<file path="src/rtl/lnu_pkg.sv">
// Package: width helpers shared by the natural-log unit.
// Assumes in_w >= 2 and 0 <= in_frac < in_w.
package lnu_pkg;

    // Guard bits added by the x11 scaling (11 < 16).
    localparam int LN2_GUARD = 4;

    // Width of the normalised fraction field.
    function automatic int frac_w(input int in_w);
        return in_w - 1;
    endfunction

    // Signed width that holds every exponent from -in_frac to in_w-1-in_frac.
    function automatic int exp_w(input int in_w, input int in_frac);
        int mx;
        mx = (in_frac > in_w - 1 - in_frac) ? in_frac : in_w - 1 - in_frac;
        return $clog2(mx + 1) + 1;
    endfunction

    // Width of the base-2 log value: exponent above fraction.
    function automatic int log_w(input int in_w, input int in_frac);
        return exp_w(in_w, in_frac) + frac_w(in_w);
    endfunction

    // Width of the scaled output.
    function automatic int out_w(input int in_w, input int in_frac);
        return log_w(in_w, in_frac) + LN2_GUARD;
    endfunction

endpackage

</file>
<file path="src/rtl/lnu_lod.sv">
// Leading-one detector: reports the bit index of the highest set bit.
// Assumes nothing about the operand; a zero operand returns index 0 with
// is_zero raised, and the caller decides what that means.
module lnu_lod #(
    parameter int IN_W  = 8,
    parameter int POS_W = $clog2(IN_W)
) (
    input  logic [IN_W-1:0]  f,
    output logic [POS_W-1:0] pos,
    output logic             is_zero
);

    // Upward scan; the last set bit seen is the highest one.
    always_comb begin
        pos = '0;
        for (int i = 0; i < IN_W; i++) begin
            if (f[i]) pos = POS_W'(i);
        end
    end

    // Zero detect, kept separate from the scan.
    always_comb is_zero = (f == '0);

endmodule

</file>
<file path="src/rtl/lnu_norm.sv">
// Normaliser: turns the leading-one index into the signed exponent and
// left-aligns the bits below the leading one into the fraction field.
// Assumes pos is the true leading-one index of f (f non-zero).
module lnu_norm #(
    parameter int IN_W    = 8,
    parameter int IN_FRAC = 3,
    parameter int POS_W   = $clog2(IN_W),
    parameter int W_W     = lnu_pkg::exp_w(IN_W, IN_FRAC),
    parameter int FW      = lnu_pkg::frac_w(IN_W)
) (
    input  logic [IN_W-1:0]       f,
    input  logic [POS_W-1:0]      pos,
    output logic signed [W_W-1:0] w,
    output logic [FW-1:0]         frac
);

    logic [POS_W-1:0] sh;

    // Exponent: leading-one index measured from the binary point.
    always_comb w = W_W'(int'(pos) - IN_FRAC);

    // Shift distance that pushes the leading one just above the field.
    always_comb sh = POS_W'(IN_W - 1) - pos;

    // Fraction field: shifted operand with the leading one dropped off the top.
    always_comb frac = FW'(f << sh);

endmodule

</file>
<file path="src/rtl/lnu_csa_ln2.sv">
// Constant scaler by binary 0.1011 (ln 2 approximation), written as x11.
// The three terms x8, x2 and x1 pass through one carry-save row and one
// final add. The output is the integer 11*l; the caller attaches the four
// extra fraction bits. Assumes P_W >= L_W+4 so the product cannot wrap.
module lnu_csa_ln2 #(
    parameter int L_W = 11,
    parameter int P_W = L_W + lnu_pkg::LN2_GUARD
) (
    input  logic signed [L_W-1:0] l,
    output logic signed [P_W-1:0] p
);

    logic [P_W-1:0] ext, t_a, t_b, t_c;
    logic [P_W-1:0] s_row, c_row;

    // Sign-extend and form the three shifted terms.
    always_comb begin
        ext = P_W'(l);
        t_a = ext << 3;
        t_b = ext << 1;
        t_c = ext;
    end

    // One full adder per bit: the carry-save row.
    for (genvar i = 0; i < P_W; i++) begin : g_csa
        assign s_row[i] = t_a[i] ^ t_b[i] ^ t_c[i];
        assign c_row[i] = (t_a[i] & t_b[i]) | (t_a[i] & t_c[i]) | (t_b[i] & t_c[i]);
    end

    // Carry-propagate merge of sum and shifted carry rows.
    always_comb p = $signed(s_row + {c_row[P_W-2:0], 1'b0});

endmodule

</file>
<file path="src/rtl/lead_one_ln.sv">
// Natural-log unit: ln F ~ 0.1011b * (w + (k - 1)), where F = 2^w * k.
// Single registered stage; accepts one operand per cycle. Assumes the
// operand is unsigned with IN_FRAC fraction bits. A zero operand is
// flagged and yields the most negative output code.
module lead_one_ln #(
    parameter int IN_W    = 8,
    parameter int IN_FRAC = 3
) (
    input  logic                                           clk,
    input  logic                                           rst_n,
    input  logic                                           in_valid,
    input  logic [IN_W-1:0]                                in_f,
    output logic                                           out_valid,
    output logic [lnu_pkg::out_w(IN_W, IN_FRAC)-1:0]       out_ln,
    output logic                                           out_invalid
);

    localparam int POS_W = $clog2(IN_W);
    localparam int W_W   = lnu_pkg::exp_w(IN_W, IN_FRAC);
    localparam int FW    = lnu_pkg::frac_w(IN_W);
    localparam int L_W   = lnu_pkg::log_w(IN_W, IN_FRAC);
    localparam int O_W   = lnu_pkg::out_w(IN_W, IN_FRAC);
    localparam logic [O_W-1:0]  OUT_MIN = {1'b1, {(O_W-1){1'b0}}};
    localparam logic [IN_W-1:0] F_ONE   = IN_W'(1) << IN_FRAC;

    logic [POS_W-1:0]      lod_pos;
    logic                  lod_zero;
    logic signed [W_W-1:0] exp_w;
    logic [FW-1:0]         frac_k;
    logic signed [L_W-1:0] log2_val;
    logic signed [O_W-1:0] ln_val;

    lnu_lod #(.IN_W(IN_W), .POS_W(POS_W)) u_lod (
        .f       (in_f),
        .pos     (lod_pos),
        .is_zero (lod_zero)
    );

    // the reported index must hold a one with nothing set above it.
    a_r2_lead_one: assert property (@(posedge clk) disable iff (!rst_n)
        (in_f != '0) |-> (in_f[lod_pos] && ((in_f >> lod_pos) == IN_W'(1))));

    lnu_norm #(.IN_W(IN_W), .IN_FRAC(IN_FRAC), .POS_W(POS_W), .W_W(W_W), .FW(FW)) u_norm (
        .f    (in_f),
        .pos  (lod_pos),
        .w    (exp_w),
        .frac (frac_k)
    );

    // Base-2 log: exponent above fraction, no adder (log2 k ~ k - 1).
    always_comb log2_val = {exp_w, frac_k};

    lnu_csa_ln2 #(.L_W(L_W), .P_W(O_W)) u_scale (
        .l (log2_val),
        .p (ln_val)
    );

    // Output stage: qualifier every cycle, data and flag only on accept.
    always_ff @(posedge clk) begin
        if (!rst_n) begin
            out_valid   <= 1'b0;
            out_invalid <= 1'b0;
            out_ln      <= '0;
        end else begin
            out_valid <= in_valid;
            if (in_valid) begin
                out_invalid <= lod_zero;
                out_ln      <= lod_zero ? OUT_MIN : ln_val;
            end
        end
    end

    // the qualifier follows the input qualifier by one edge.
    a_r1_valid_follows: assert property (@(posedge clk) disable iff (!rst_n)
        in_valid |=> out_valid);

    // a zero operand is flagged and clamps to the most negative code.
    a_r6_zero_clamp: assert property (@(posedge clk) disable iff (!rst_n)
        (in_valid && in_f == '0) |=> (out_invalid && out_ln == OUT_MIN));

    // operands below one give a negative log.
    a_r5_neg_below_one: assert property (@(posedge clk) disable iff (!rst_n)
        (in_valid && in_f != '0 && in_f < F_ONE) |=> out_ln[O_W-1]);

    // operands of one or more give a non-negative log.
    a_r5_pos_from_one: assert property (@(posedge clk) disable iff (!rst_n)
        (in_valid && in_f >= F_ONE) |=> (!out_ln[O_W-1] && !out_invalid));

    // idle edges leave the result untouched.
    a_r8_hold_idle: assert property (@(posedge clk) disable iff (!rst_n)
        !in_valid |=> ($stable(out_ln) && $stable(out_invalid)));

endmodule

</file>
<file path="config.mk">
export PLATFORM = sky130hd
export DESIGN_NAME = lead_one_ln
export DESIGN_NICKNAME = d
export VERILOG_FILES = /design/src/rtl/lnu_pkg.sv /design/src/rtl/lnu_lod.sv /design/src/rtl/lnu_norm.sv /design/src/rtl/lnu_csa_ln2.sv /design/src/rtl/lead_one_ln.sv
export SDC_FILE = /design/constraint.sdc
export NUM_CORES = 1
export LEC_CHECK = 0
export CAP_MARGIN = 30
export CORE_MARGIN = 4
export CORE_UTILIZATION = 55
export DETAILED_ROUTE_END_ITERATION = 8
export PLACE_DENSITY = 0.78
export RECOVER_POWER = 50
export SYNTH_ARGS = -nofsm -noshare
export SYNTH_HDL_FRONTEND = slang
export SYNTH_SLANG_ARGS = --single-unit
</file>
<file path="constraint.sdc">
create_clock -name clk -period 4.8 [get_ports clk]
set_input_delay 0.48 -clock clk [delete_from_list [all_inputs] [get_ports clk]]
set_output_delay 0.48 -clock clk [all_outputs]
set_load 0.01 [all_outputs]
</file>
==> impl_results.md, run 1 <==
- Outcome: completed
- Compound-cell area share of the yosys netlist: 0.3091
- Final Hold Viols: 0
- Overflow after GRT: 0
- Core Footprint: 3153 µm²
- Switching Share: 0.4040
- Post-Synth Adder-Cell Area: 0.1382
- Commonest non-fill, non-tap cell in the layout: inv_1
- Xor and xnor area share after synthesis: 0.06075
- TritonCTS clock tree: done
- Chip Height: 66.38 µm
- IO buf count: 27
- Syn Inst Count: 235
- Pwr/cell area: 280.8 nW/µm²
- # DRC: 0
- Synth warnings: 0
- Worst hold-check path type: flip-flop to flip-flop
- Worst-margin pin slew: 615.2 ps
- Total track usage: 0.2197
- Post-synth EDFFs: 0
- Critical path arrival: 4510 ps
- Area growth, synth to finish: 19.49%
- First-pass DRT Iterations: 4
- Syn Nets: 264
- Synth Area per Inst: 7.976 µm²
- Non-filler cells in the finished layout: 307
- Slew Viols, Final: 0
- Clk_lat worst skew: 280 ps
- CP Data Required Time: 5030 ps
- Leading post-synthesis cells by cell area: dfxtp_1 (18%), ha_1 (10%), xnor2_1 (4.2%), a21oi_1 (3.7%), inv_1 (3.6%)
- Clk buf depth: 2
- Lkg Pwr: 0.9818 nW
- First-pass GRT wire length: 7707 µm
- Total CTS buffers: 3
- Sequential share of power: 0.281
- Switching power: 254.0 µW
- Share of layout cells above drive strength 1: 0.09506
- DPL Wire Length: 3573 µm
- Die X: 66.38 µm
- Worst setup EP type: flip-flop
- Setup Viol. Count Final: 0
- Initial Util: 0.5944
- Top_reg_cell synth: dfxtp_1
- Post-CTS Setup Bufs: 0
- Post-synth top area share: 0.1816
- Final antenna-violating net count: 0
- Fin nets: 293
- Full die area: 4406 µm²
- Multiplexer area fraction after synthesis: 0.01869
- Slew headroom: 0.5886
- CTS H-Tree Depth: 1
- # rows: 20
- Clock power share: 0.114
- Clock tree root driver cell: clkbuf_4
- Minimum clock period: 4280 ps
- Synth unique cells: 59
- I/O pins: 28
- Placer congestion estimate: 0.9953
- Total of max-cap violations: 0
- Internal Power: 374.8 µW
- Placed cells: 303
- Clock Sinks: 17
- Worst Setup Start Kind: input pin
- Crit-path max FO: 7
- Unrepaired setup endpoints after global routing: no
- Combinational Power Share: 0.605
- Post-synthesis register bit count: 17
- Synth Cell Area: 1874 µm²
- Largest net degree at the start of global routing: 18
- Post-synth top area cell: dfxtp_1
- Total Wirelength: 4380 µm
- Tcrit/Tclk final: 0.8917
- Post-DR vias/cell: 5.827
- Maximum clock frequency: 233.6 MHz
- CTS clk-pin slew, worst paths: 80 ps
- Via count: 1789
- Most frequent cells in the layout: inv_1 (18), dfxtp_1 (17), nand2_1 (16), dlygate4sd3_1 (16), ha_1 (15)
- Post-synthesis simple-gate area fraction: 0.2270
- Maximum VDD drop: 213.2 µV
- Post-CTS sizing: 0
- Clk_skew: 0 ps
- Vias in the first global route: 1707
- Routed len/inst: 14.27 µm
- Ant diodes: 0
- Ys async rst share: 0
- # fillers: 278
- Final setup TNS: 0 ps
- Critical path class: input pin to flip-flop
- Largest family of logic cells by synthesized area: compound AO/OA/AOI/OAI gates
- Initial antenna violation count: 0
- Seq/Total Area, Yosys: 0.1816
- CTS Hold Bufs: 0
- Drt initial violations: 117
## logic make-up (layout without fill, tap and decap cells)
logic type               count (synthesis)  in the layout
AO/OA/AOI/OAI                           77             77
XOR/XNOR                                13             13
adder cells (fa/ha/maj)                 19             19
buffers and inverters                   31             59
flip-flops                              17             17
multiplexers                             3              3
AND/OR/NAND/NOR                         75             75
## power by group through the flow
stage | registers, mW | clock network, mW | logic (mW)
final | 0.177 | 0.0719 | 0.380
after floorplan | 0.192 | 0 | 0.255
after CTS | 0.178 | 0.0757 | 0.389
after global placement | 0.180 | 0 | 0.379
after global routing | 0.180 | 0.0815 | 0.425
after detailed placement | 0.181 | 0 | 0.386
## registers in the layout, indices dropped and copies added (netlist names)
signal	count
out_valid	1
out_ln	15
out_invalid	1
## final cells by class
type | count | area [µm²] | area share
clock buffer | 4 | 26.28 | 0.01173
tap | 44 | 55.05 | 0.02458
multi-input combinational | 187 | 1413 | 0.6307
sequential | 17 | 340.3 | 0.1520
inverter | 20 | 75.07 | 0.03352
timing repair buffer | 35 | 330.3 | 0.1475
## Yosys cell counts, drive strengths merged, types with 6 or more instances
library cell and instances:
clkbuf 7, o21a 6, o21ai 15, nor3 7, a21boi 7, ha 15
nor2 8, a21o 6, inv 20, xnor2 9, a21oi 14, dfxtp 17
nand2 16, nand3 9, nand2b 9, nor2b 6
## worst max-delay path, cell delays in order
cell	delay (ps)
clkdlybuf4s50_1	670
nor2b_2	130
o41ai_4	500
inv_2	150
a311oi_1	290
a21oi_1	130
fa_1	500
ha_1	330
nor2b_1	140
o21ai_1	150
a21boi_0	170
o211a_1	280
or4_1	500
nand3_1	90
## per-stage QoR
step / area, µm² / hold WS (ps) / total power, mW / utilization / worst slack (ps)
floorplan: 1874 / 482.7 / 0.4467 / - / 904.3
global route: 2240 / 501.0 / 0.6870 / 0.7103 / 236.0
global placement: 2213 / 437.7 / 0.5590 / 0.7020 / 335.4
detailed placement: 2213 / 443.6 / 0.5665 / 0.7020 / 242.0
finish: 2240 / 455.9 / 0.6288 / 0.7103 / 519.8
CTS: 2240 / 466.2 / 0.6423 / 0.7103 / 535.7
## worst paths after layout
check | to | slack [ps] | startpoint | cells after the start
setup / recovery | out_ln[10] | 520 | in_f[4] | 14
hold / removal | out_ln[11] | 460 | out_ln[11] | 2
setup reg to reg | out_ln[14] | 4010 | out_ln[14] | 3
hold reg to reg | out_ln[11] | 460 | out_ln[11] | 2
## metal layers
metal	vias to the layer above	track usage	routed length (µm)
li1	913	-	-
met5	-	0	0
met1	833	0.3116	2101
met4	0	0.03046	18
met3	2	0.03401	180
met2	41	0.3569	2080
(Power assumes the default switching activity.)
==> run 2: changes to the inputs <==
--- a/config.mk
+++ b/config.mk
@@ -5,12 +5,13 @@
 export SDC_FILE = /design/constraint.sdc
 export NUM_CORES = 1
 export LEC_CHECK = 0
-export CAP_MARGIN = 30
+export CAP_MARGIN = 25
 export CORE_MARGIN = 4
 export CORE_UTILIZATION = 55
 export DETAILED_ROUTE_END_ITERATION = 8
 export PLACE_DENSITY = 0.78
 export RECOVER_POWER = 50
+export SKIP_CTS_REPAIR_TIMING = 1
 export SYNTH_ARGS = -nofsm -noshare
 export SYNTH_HDL_FRONTEND = slang
 export SYNTH_SLANG_ARGS = --single-unit
==> results of run 2 <==
No change in the layout: final DEF, timing and power equal those of run 1.
